## src/rtl/hazard_pkg.sv

```systemverilog
package hazard_pkg;
  localparam int REG_W = 5;
  localparam int OP_W  = 6;

  typedef logic [REG_W-1:0] reg_idx_t;
  typedef logic [OP_W-1:0]  op_t;

  localparam op_t OP_SPECIAL = 6'h00;
  localparam op_t OP_JUMP    = 6'h02;
  localparam op_t OP_JLINK   = 6'h03;
  localparam op_t OP_BR_EQ   = 6'h04;
  localparam op_t OP_BR_NE   = 6'h05;
  localparam op_t OP_IMM_LO  = 6'h08;
  localparam op_t OP_IMM_HI  = 6'h0D;
  localparam op_t OP_UPPER   = 6'h0F;
  localparam op_t OP_LOAD    = 6'h23;
  localparam op_t OP_STORE   = 6'h2B;

  localparam op_t FN_SHL     = 6'h00;
  localparam op_t FN_SHR     = 6'h02;
  localparam op_t FN_JREG    = 6'h08;

  localparam int NUM_STAGES  = 3;

  typedef struct packed {
    logic     valid;
    logic     wr;
    logic     load;
    reg_idx_t dst;
  } stage_t;

  typedef struct packed {
    logic rs_used;
    logic rt_used;
    logic is_branch;
    logic is_jump;
  } src_use_t;
endpackage

```

## src/rtl/hz_src_decode.sv

```systemverilog
module hz_src_decode
  import hazard_pkg::*;
(
  input  op_t      opcode,
  input  op_t      funct,
  output src_use_t use_o
);
  always_comb begin
    use_o = '0;
    if (opcode == OP_SPECIAL) begin
      if (funct == FN_SHL || funct == FN_SHR) begin
        use_o.rt_used = 1'b1;
      end else if (funct == FN_JREG) begin
        use_o.rs_used = 1'b1;
        use_o.is_jump = 1'b1;
      end else begin
        use_o.rs_used = 1'b1;
        use_o.rt_used = 1'b1;
      end
    end else if (opcode == OP_JUMP || opcode == OP_JLINK) begin
      use_o.is_jump = 1'b1;
    end else if (opcode == OP_BR_EQ || opcode == OP_BR_NE) begin
      use_o.rs_used   = 1'b1;
      use_o.rt_used   = 1'b1;
      use_o.is_branch = 1'b1;
    end else if (opcode >= OP_IMM_LO && opcode <= OP_IMM_HI) begin
      use_o.rs_used = 1'b1;
    end else if (opcode == OP_LOAD) begin
      use_o.rs_used = 1'b1;
    end else if (opcode == OP_STORE) begin
      use_o.rs_used = 1'b1;
      use_o.rt_used = 1'b1;
    end
  end


  always_comb begin
    if (opcode == OP_UPPER) begin
      upper_reads_none_chk: assert (!use_o.rs_used && !use_o.rt_used);
    end
  end
endmodule

```

## src/rtl/hz_raw_match.sv

```systemverilog
module hz_raw_match
  import hazard_pkg::*;
#(
  parameter int STAGE_KIND = 0,
  parameter bit FORWARD    = 1'b1,
  parameter bit WB_SPLIT   = 1'b1
) (
  input  stage_t   st,
  input  reg_idx_t rs,
  input  reg_idx_t rt,
  input  logic     rs_used,
  input  logic     rt_used,
  output logic     hit
);
  localparam bit LOAD_ONLY = (STAGE_KIND == 0) && FORWARD;
  localparam bit ALWAYS_ON = (STAGE_KIND == 0) ? !FORWARD :
                             (STAGE_KIND == 1) ? !FORWARD :
                             (!FORWARD && !WB_SPLIT);

  logic gate;
  logic writer;
  logic rs_eq;
  logic rt_eq;

  assign gate   = ALWAYS_ON | (LOAD_ONLY & st.load);
  assign writer = st.valid & st.wr & (st.dst != '0);
  assign rs_eq  = rs_used & (rs == st.dst);
  assign rt_eq  = rt_used & (rt == st.dst);
  assign hit    = gate & writer & (rs_eq | rt_eq);


  always_comb begin
    if (st.dst == '0 || !st.valid) begin
      zero_or_empty_chk: assert (!hit);
    end
  end
endmodule

```

## src/rtl/hz_branch_window.sv

```systemverilog
module hz_branch_window #(
  parameter int BR_STALL = 3
) (
  input  logic clk,
  input  logic rst_n,
  input  logic start,
  output logic busy,
  output logic active
);
  localparam int CW = (BR_STALL < 2) ? 1 : $clog2(BR_STALL);
  localparam logic [CW-1:0] LOAD_VAL = CW'(BR_STALL - 1);

  logic [CW-1:0] cnt;

  assign busy   = (cnt != '0);
  assign active = start | busy;

  always_ff @(posedge clk or negedge rst_n) begin
    if (!rst_n) begin
      cnt <= '0;
    end else if (busy) begin
      cnt <= cnt - 1'b1;
    end else if (start) begin
      cnt <= LOAD_VAL;
    end
  end


  cnt_no_restart_chk: assert property (@(posedge clk) disable iff (!rst_n)
    busy |=> (cnt == $past(cnt) - 1'b1));


  cnt_bound_chk: assert property (@(posedge clk) disable iff (!rst_n)
    cnt <= LOAD_VAL);
endmodule

```

## src/rtl/hazard_stall_ctrl.sv

```systemverilog
module hazard_stall_ctrl
  import hazard_pkg::*;
#(
  parameter bit FORWARD  = 1'b1,
  parameter bit WB_SPLIT = 1'b1,
  parameter int BR_STALL = 3
) (
  input  logic       clk,
  input  logic       rst_n,
  input  logic       id_valid,
  input  logic [5:0] id_opcode,
  input  logic [5:0] id_funct,
  input  logic [4:0] id_rs,
  input  logic [4:0] id_rt,
  input  logic       ex_valid,
  input  logic       ex_wr,
  input  logic       ex_load,
  input  logic [4:0] ex_dst,
  input  logic       mem_valid,
  input  logic       mem_wr,
  input  logic [4:0] mem_dst,
  input  logic       wb_valid,
  input  logic       wb_wr,
  input  logic [4:0] wb_dst,
  output logic       pc_hold,
  output logic       ifid_hold,
  output logic       ifid_kill,
  output logic       idex_bubble,
  output logic       data_hazard
);
  src_use_t             src_use;
  stage_t               stg [NUM_STAGES];
  logic [NUM_STAGES-1:0] hits;
  logic                 raw_any;
  logic                 win_busy;
  logic                 win_active;
  logic                 data_stall;
  logic                 win_start;

  hz_src_decode u_decode (
    .opcode (id_opcode),
    .funct  (id_funct),
    .use_o  (src_use)
  );

  assign stg[0] = '{valid: ex_valid,  wr: ex_wr,  load: ex_load, dst: ex_dst};
  assign stg[1] = '{valid: mem_valid, wr: mem_wr, load: 1'b0,    dst: mem_dst};
  assign stg[2] = '{valid: wb_valid,  wr: wb_wr,  load: 1'b0,    dst: wb_dst};

  for (genvar g = 0; g < NUM_STAGES; g++) begin : g_cmp
    hz_raw_match #(
      .STAGE_KIND (g),
      .FORWARD    (FORWARD),
      .WB_SPLIT   (WB_SPLIT)
    ) u_match (
      .st      (stg[g]),
      .rs      (id_rs),
      .rt      (id_rt),
      .rs_used (src_use.rs_used),
      .rt_used (src_use.rt_used),
      .hit     (hits[g])
    );
  end

  assign raw_any    = |hits;
  assign data_stall = id_valid & ~win_busy & raw_any;
  assign win_start  = id_valid & ~win_busy & ~raw_any &
                      (src_use.is_branch | src_use.is_jump);

  hz_branch_window #(.BR_STALL(BR_STALL)) u_window (
    .clk    (clk),
    .rst_n  (rst_n),
    .start  (win_start),
    .busy   (win_busy),
    .active (win_active)
  );

  assign pc_hold     = data_stall | win_active;
  assign ifid_hold   = data_stall;
  assign idex_bubble = data_stall;
  assign ifid_kill   = win_active;
  assign data_hazard = data_stall;


  bubble_holds_chk: assert property (@(posedge clk) disable iff (!rst_n)
    idex_bubble |-> (pc_hold && ifid_hold && !ifid_kill));


  kill_exclusive_chk: assert property (@(posedge clk) disable iff (!rst_n)
    ifid_kill |-> (!ifid_hold && !data_hazard && pc_hold));


  idle_quiet_chk: assert property (@(posedge clk) disable iff (!rst_n)
    (!id_valid && !win_busy) |-> (!pc_hold && !ifid_kill && !idex_bubble));

  if (BR_STALL > 1) begin : g_len_chk

    kill_min_len_chk: assert property (@(posedge clk) disable iff (!rst_n)
      $rose(ifid_kill) |=> ifid_kill);
  end
endmodule

```

## config.mk

```make
export PLATFORM = sky130hd
export DESIGN_NAME = hazard_stall_ctrl
export DESIGN_NICKNAME = d
export VERILOG_FILES = /design/src/rtl/hazard_pkg.sv /design/src/rtl/hz_src_decode.sv /design/src/rtl/hz_raw_match.sv /design/src/rtl/hz_branch_window.sv /design/src/rtl/hazard_stall_ctrl.sv
export SDC_FILE = /design/constraint.sdc
export NUM_CORES = 1
export LEC_CHECK = 0
export BUFFER_PORTS_ARGS = -buffer_cell sky130_fd_sc_hd__buf_4
export CORE_MARGIN = 5
export CORE_UTILIZATION = 30
export DETAILED_ROUTE_END_ITERATION = 8
export PLACE_DENSITY_LB_ADDON = 0.05
export SLEW_MARGIN = 20
export SYNTH_ARGS = -nofsm -noshare
export SYNTH_HDL_FRONTEND = slang
export SYNTH_HIERARCHICAL = 1
export SYNTH_SLANG_ARGS = --single-unit
```

## constraint.sdc

```tcl
create_clock -name clk -period 1.7 [get_ports clk]
set_input_delay 0.085 -clock clk [delete_from_list [all_inputs] [get_ports clk]]
set_output_delay 0.085 -clock clk [all_outputs]
set_load 0.005 [all_outputs]
```

# [Yosys cells after proc, flatten, opt, wreduce, memory -nomap -nowiden]
# Index checks and enable logic that the tools add are counted.
[word_totals] inputBits=47 word_cells=58 regBits=2 output_inout_bits=5
[classes] n_bitwise=16 n_mux=19 order_cmp=2 reduce_logical=9 n_addsub=1 n_eq_ne=10
[op_table] op="6-bit by 2-bit == test with 1-bit output (second input constant)" n=3
[op_table] op="1-bit 2-to-1 mux" n=13
[op_table] op="6-bit by 3-bit == test with 1-bit output (second input constant)" n=2
[op_table] op="6-bit == test (second input constant)" n=2
[op_table] op="6-bit zero test" n=2
[op_table] op="1-bit bitwise AND" n=10
[op_table] op="5-bit == test" n=2
[op_table] op="2-bit 2-to-1 mux" n=5
[op_table] op="6-bit by 4-bit == test with 1-bit output (second input constant)" n=1
[op_table] op="6-bit by 4-bit >= comparator with 1-bit output (second input constant)" n=1
[op_table] op="6-bit by 4-bit <= comparator with 1-bit output (second input constant)" n=1
[op_table] op="5-bit nonzero test" n=1
[op_table] op="1-bit OR" n=4
[op_table] op="2-bit nonzero test" n=2
[op_table] op="1-bit logical OR" n=3
[op_table] op="3-bit 2-to-1 mux" n=1
[op_table] op="1-bit inverter" n=2
[op_table] op="2-bit by 1-bit subtractor with 2-bit output (second input constant)" n=1
[op_table] op="1-bit logical AND" n=1

# [Longest topological paths before layout]
[depth] word_depth=15 mapped_depth=9 mapped_depth_nobuf=9

# [Cells and area by module]
# Netlist, hierarchy kept.
[modules_own_cells] mod="hz_src_decode" area_each_um2=133.9 seq_area_each_um2=0.0 n_inst=1 cells_per_inst=20
[modules_own_cells] mod="hz_raw_match (g_cmp[0].u_match)" area_each_um2=131.4 seq_area_each_um2=0.0 n_inst=1 cells_per_inst=17
[modules_own_cells] mod="hz_branch_window" area_each_um2=125.1 seq_area_each_um2=50.0 n_inst=1 cells_per_inst=10
[modules_own_cells] mod="hazard_stall_ctrl" area_each_um2=62.6 seq_area_each_um2=0.0 n_inst=1 cells_per_inst=9
[modules_own_cells] mod="hz_raw_match (g_cmp[1].u_match ...)" area_each_um2=11.3 seq_area_each_um2=0.0 n_inst=2 cells_per_inst=2

# [Worst setup path before layout]
# No wires, ideal clock.
[synth_path] path_kind="input-to-reg" startpoint="in id_funct[2]" endpoint="reg u_window.cnt[0]" setup_slack_ns=-0.211 arrival_ns=1.785 required_ns=1.575 setup_time_ns=0.125 n_path_buf=0 path_stages=9 cell_sequence="or4_4 -> nor3b_1 -> o22ai_1 -> nand3_1 -> a21oi_1 -> nor3_2 -> nor3b_2 -> nand2b_4 -> mux2_4"
[synth_lines] element="start: declaration" line="hazard_stall_ctrl.sv:12" rtl="input logic [5:0] id_funct,"
[synth_lines] element="end signal: assignment" line="hz_branch_window.sv:22" rtl="cnt <= cnt - 1'b1;"
[synth_lines] element="end: declaration" line="hz_branch_window.sv:13" rtl="logic [CW-1:0] cnt;"

==> impl_results.md <==
- Drt drc: 0
- Fin worst setup slack: -221.5 ps
- Number of flip-flops in the largest register: 2
- Clk root buf: clkbuf_4
- Chip Width: 49.65 um
- Final setup fails: 4
- Worst min path class: primary input to asynchronous set/reset pin
- Status: complete, but fails checks
- Io pins: 52
- Final WL: 1295 um
- Worst skew pair latency: 230 ps
- Area Overhead vs Synth: 93.90%
- First-pass GRT wire length: 2325 um
- Final hold viol count: 0
- Die footprint: 2465 um2
- Total power: 696.1 uW
- Vias in the first global route: 598
- Ys Warns: 6
- RSZ-0062 raised after global routing: yes
- Largest net degree at the start of global routing: 5
- Tcrit/Tclk final: 113.0%
- Num rows: 14
- WP data arrival: 1840 ps
- TritonCTS buffer count: 3
- Bufs on Longest Clock Path: 2
- IO buf count: 37
- CTS clock-pin slew for the worst setup and hold paths: 30 ps
- Placeable Area: 1506 um2
- Pwr Density: 761.0 nW/um2
- CP required: 1620 ps
- Initial core utilization: 31.31%
- Max_cap viols: 0
- Gate Count Post-Synth: 59
- Slowest cell on the critical path: or4_4
- Mapped Area: 471.7 um2
- FMAX: 0.5204 GHz
- TritonRoute pass-1 iters: 2
- Fill cells: 144
- Vias per cell: 4.600
- Total track usage: 12.03%
- Largest stage delay, worst path: 540 ps
- R2R Path Start: u_window/cnt[0]$_DFFE_PN0P_
- Syn Nets: 108
- Nets: 160
- H-tree level count: 1
- Static leakage: 0.4389 nW
- Final Critical Period: 1922 ps
- Crit Path Max Fanout: 3
- Initial antenna violation count: 0
- Dpl ws: -357.6 ps
- CTS sink count: 2
- GPL Wtd Cong: 0.7082
- Antenna diodes: 0
- Layout cells sized above 1: 57.80%
- Syn avg cell area: 7.995 um2
- Worst Setup End Kind: output port
- Drt wl/cell: 10.36 um
- Largest registers: u_window/cnt (2)
- CP startpoint: id_funct[2]
- Grt ovf: 0
- CTS tree: done
- DRT antenna net count: 0
- Die height: 49.65 um
- Routed vias: 575
- Slew Limit Fails: 0
- Post-Route Skew: 5.790 ps
- Crit-path cells: buf_6 -> or4_4 -> o211ai_1 -> nand3_1 -> nand3_2 -> a21oi_2 -> nor3_2 -> nor3b_2 -> nand2b_4 -> o21bai_1 -> buf_4
- Crit Path Class: primary input to output port
- Register Area: 50.05 um2
- Detailed placer's ending HPWL: 1187 um
- Failing checks: setup timing
- Top reg by flops: u_window/cnt
- Startpoint Class: primary input
- Starting DRT DRC Count: 6
- VDD IR max: 0.6630 mV
- Multi-input gate area in the final layout: 406.6 um2
## critical path, delay by kind of cell
kind | cells | cell delay [ps]
AND/OR/NAND/NOR | 6 | 1200
AO/OA/AOI/OAI | 3 | 330
buffers and inverters | 2 | 220
## layout by cell type (no fill, tap or decap), types with 2 or more instances in the layout
cell type   n
buf_4      45
xor2_1      8
nor2_1      5
buf_6       5
clkbuf_4    3
nor4_1      3
inv_1       3
nand2b_1    2
nor3b_2     2
xnor2_1     2
nand3_1     2
conb_1      2
nor2b_1     2
ha_1        2
dfrtp_1     2
## metrics by stage
stage / setup TNS [ps] / cells / area [um2] / utilization [%] / hold WS (ps)
CTS: -754.2 / 125 / 897.1 / 59.55 / 161.7
finish: -714.3 / 125 / 914.6 / 60.71 / 171.5
global route: -1431 / 125 / 914.6 / 60.71 / 171.8
global placement: -1075 / 119 / 827.0 / 54.90 / -129.4
floorplan: -203.4 / 59 / 476.7 / - / -210.6
detailed placement: -1243 / 119 / 827.0 / 54.90 / -128.9
## routing by layer
layer / track usage, % / vias to the layer above / share of wire, %
li1: - / 305 / -
met1: 12.27 / 245 / 38
met2: 20.34 / 25 / 51
met3: 5.120 / 0 / 10
met4: 6.550 / 0 / 0
met5: 0 / - / 0
## where the power goes
part	internal, mW	total (mW)	switching, mW
Sequential	0.0736	0.0855	0.0119
Combinational	0.327	0.506	0.179
Clock	0.0778	0.105	0.0267
## final timing paths
check                      slack [ps]  depth (start not counted)                           to
max                              -220                         11                      pc_hold
min                               170                          2  u_window/cnt[0]$_DFFE_PN0P_
max reg2reg                        50                          8  u_window/cnt[0]$_DFFE_PN0P_
min reg2reg                       510                          1  u_window/cnt[0]$_DFFE_PN0P_
max in group asynchronous        1430                          2  u_window/cnt[1]$_DFFE_PN0P_
min in group clk                  510                          1  u_window/cnt[0]$_DFFE_PN0P_
## layout make-up
type                            count  area share [%]
Clock buffer                        3           2.462
Inverter                            3           1.231
Multi-Input combinational cell     50           44.46
Sequential cell                     2           5.472
Tap cell                           16           2.189
Timing Repair Buffer               51           44.19
## repair_timing
item                                    CTS  global route
pin swaps                                 0             0
hold buffers                              1             0
buffers inserted                          2             0
resized for setup                         6             3
endpoints found under the hold margin     2             0
endpoints found under the setup margin    7             7
Note: power is estimated with default switching activity, not from simulation.
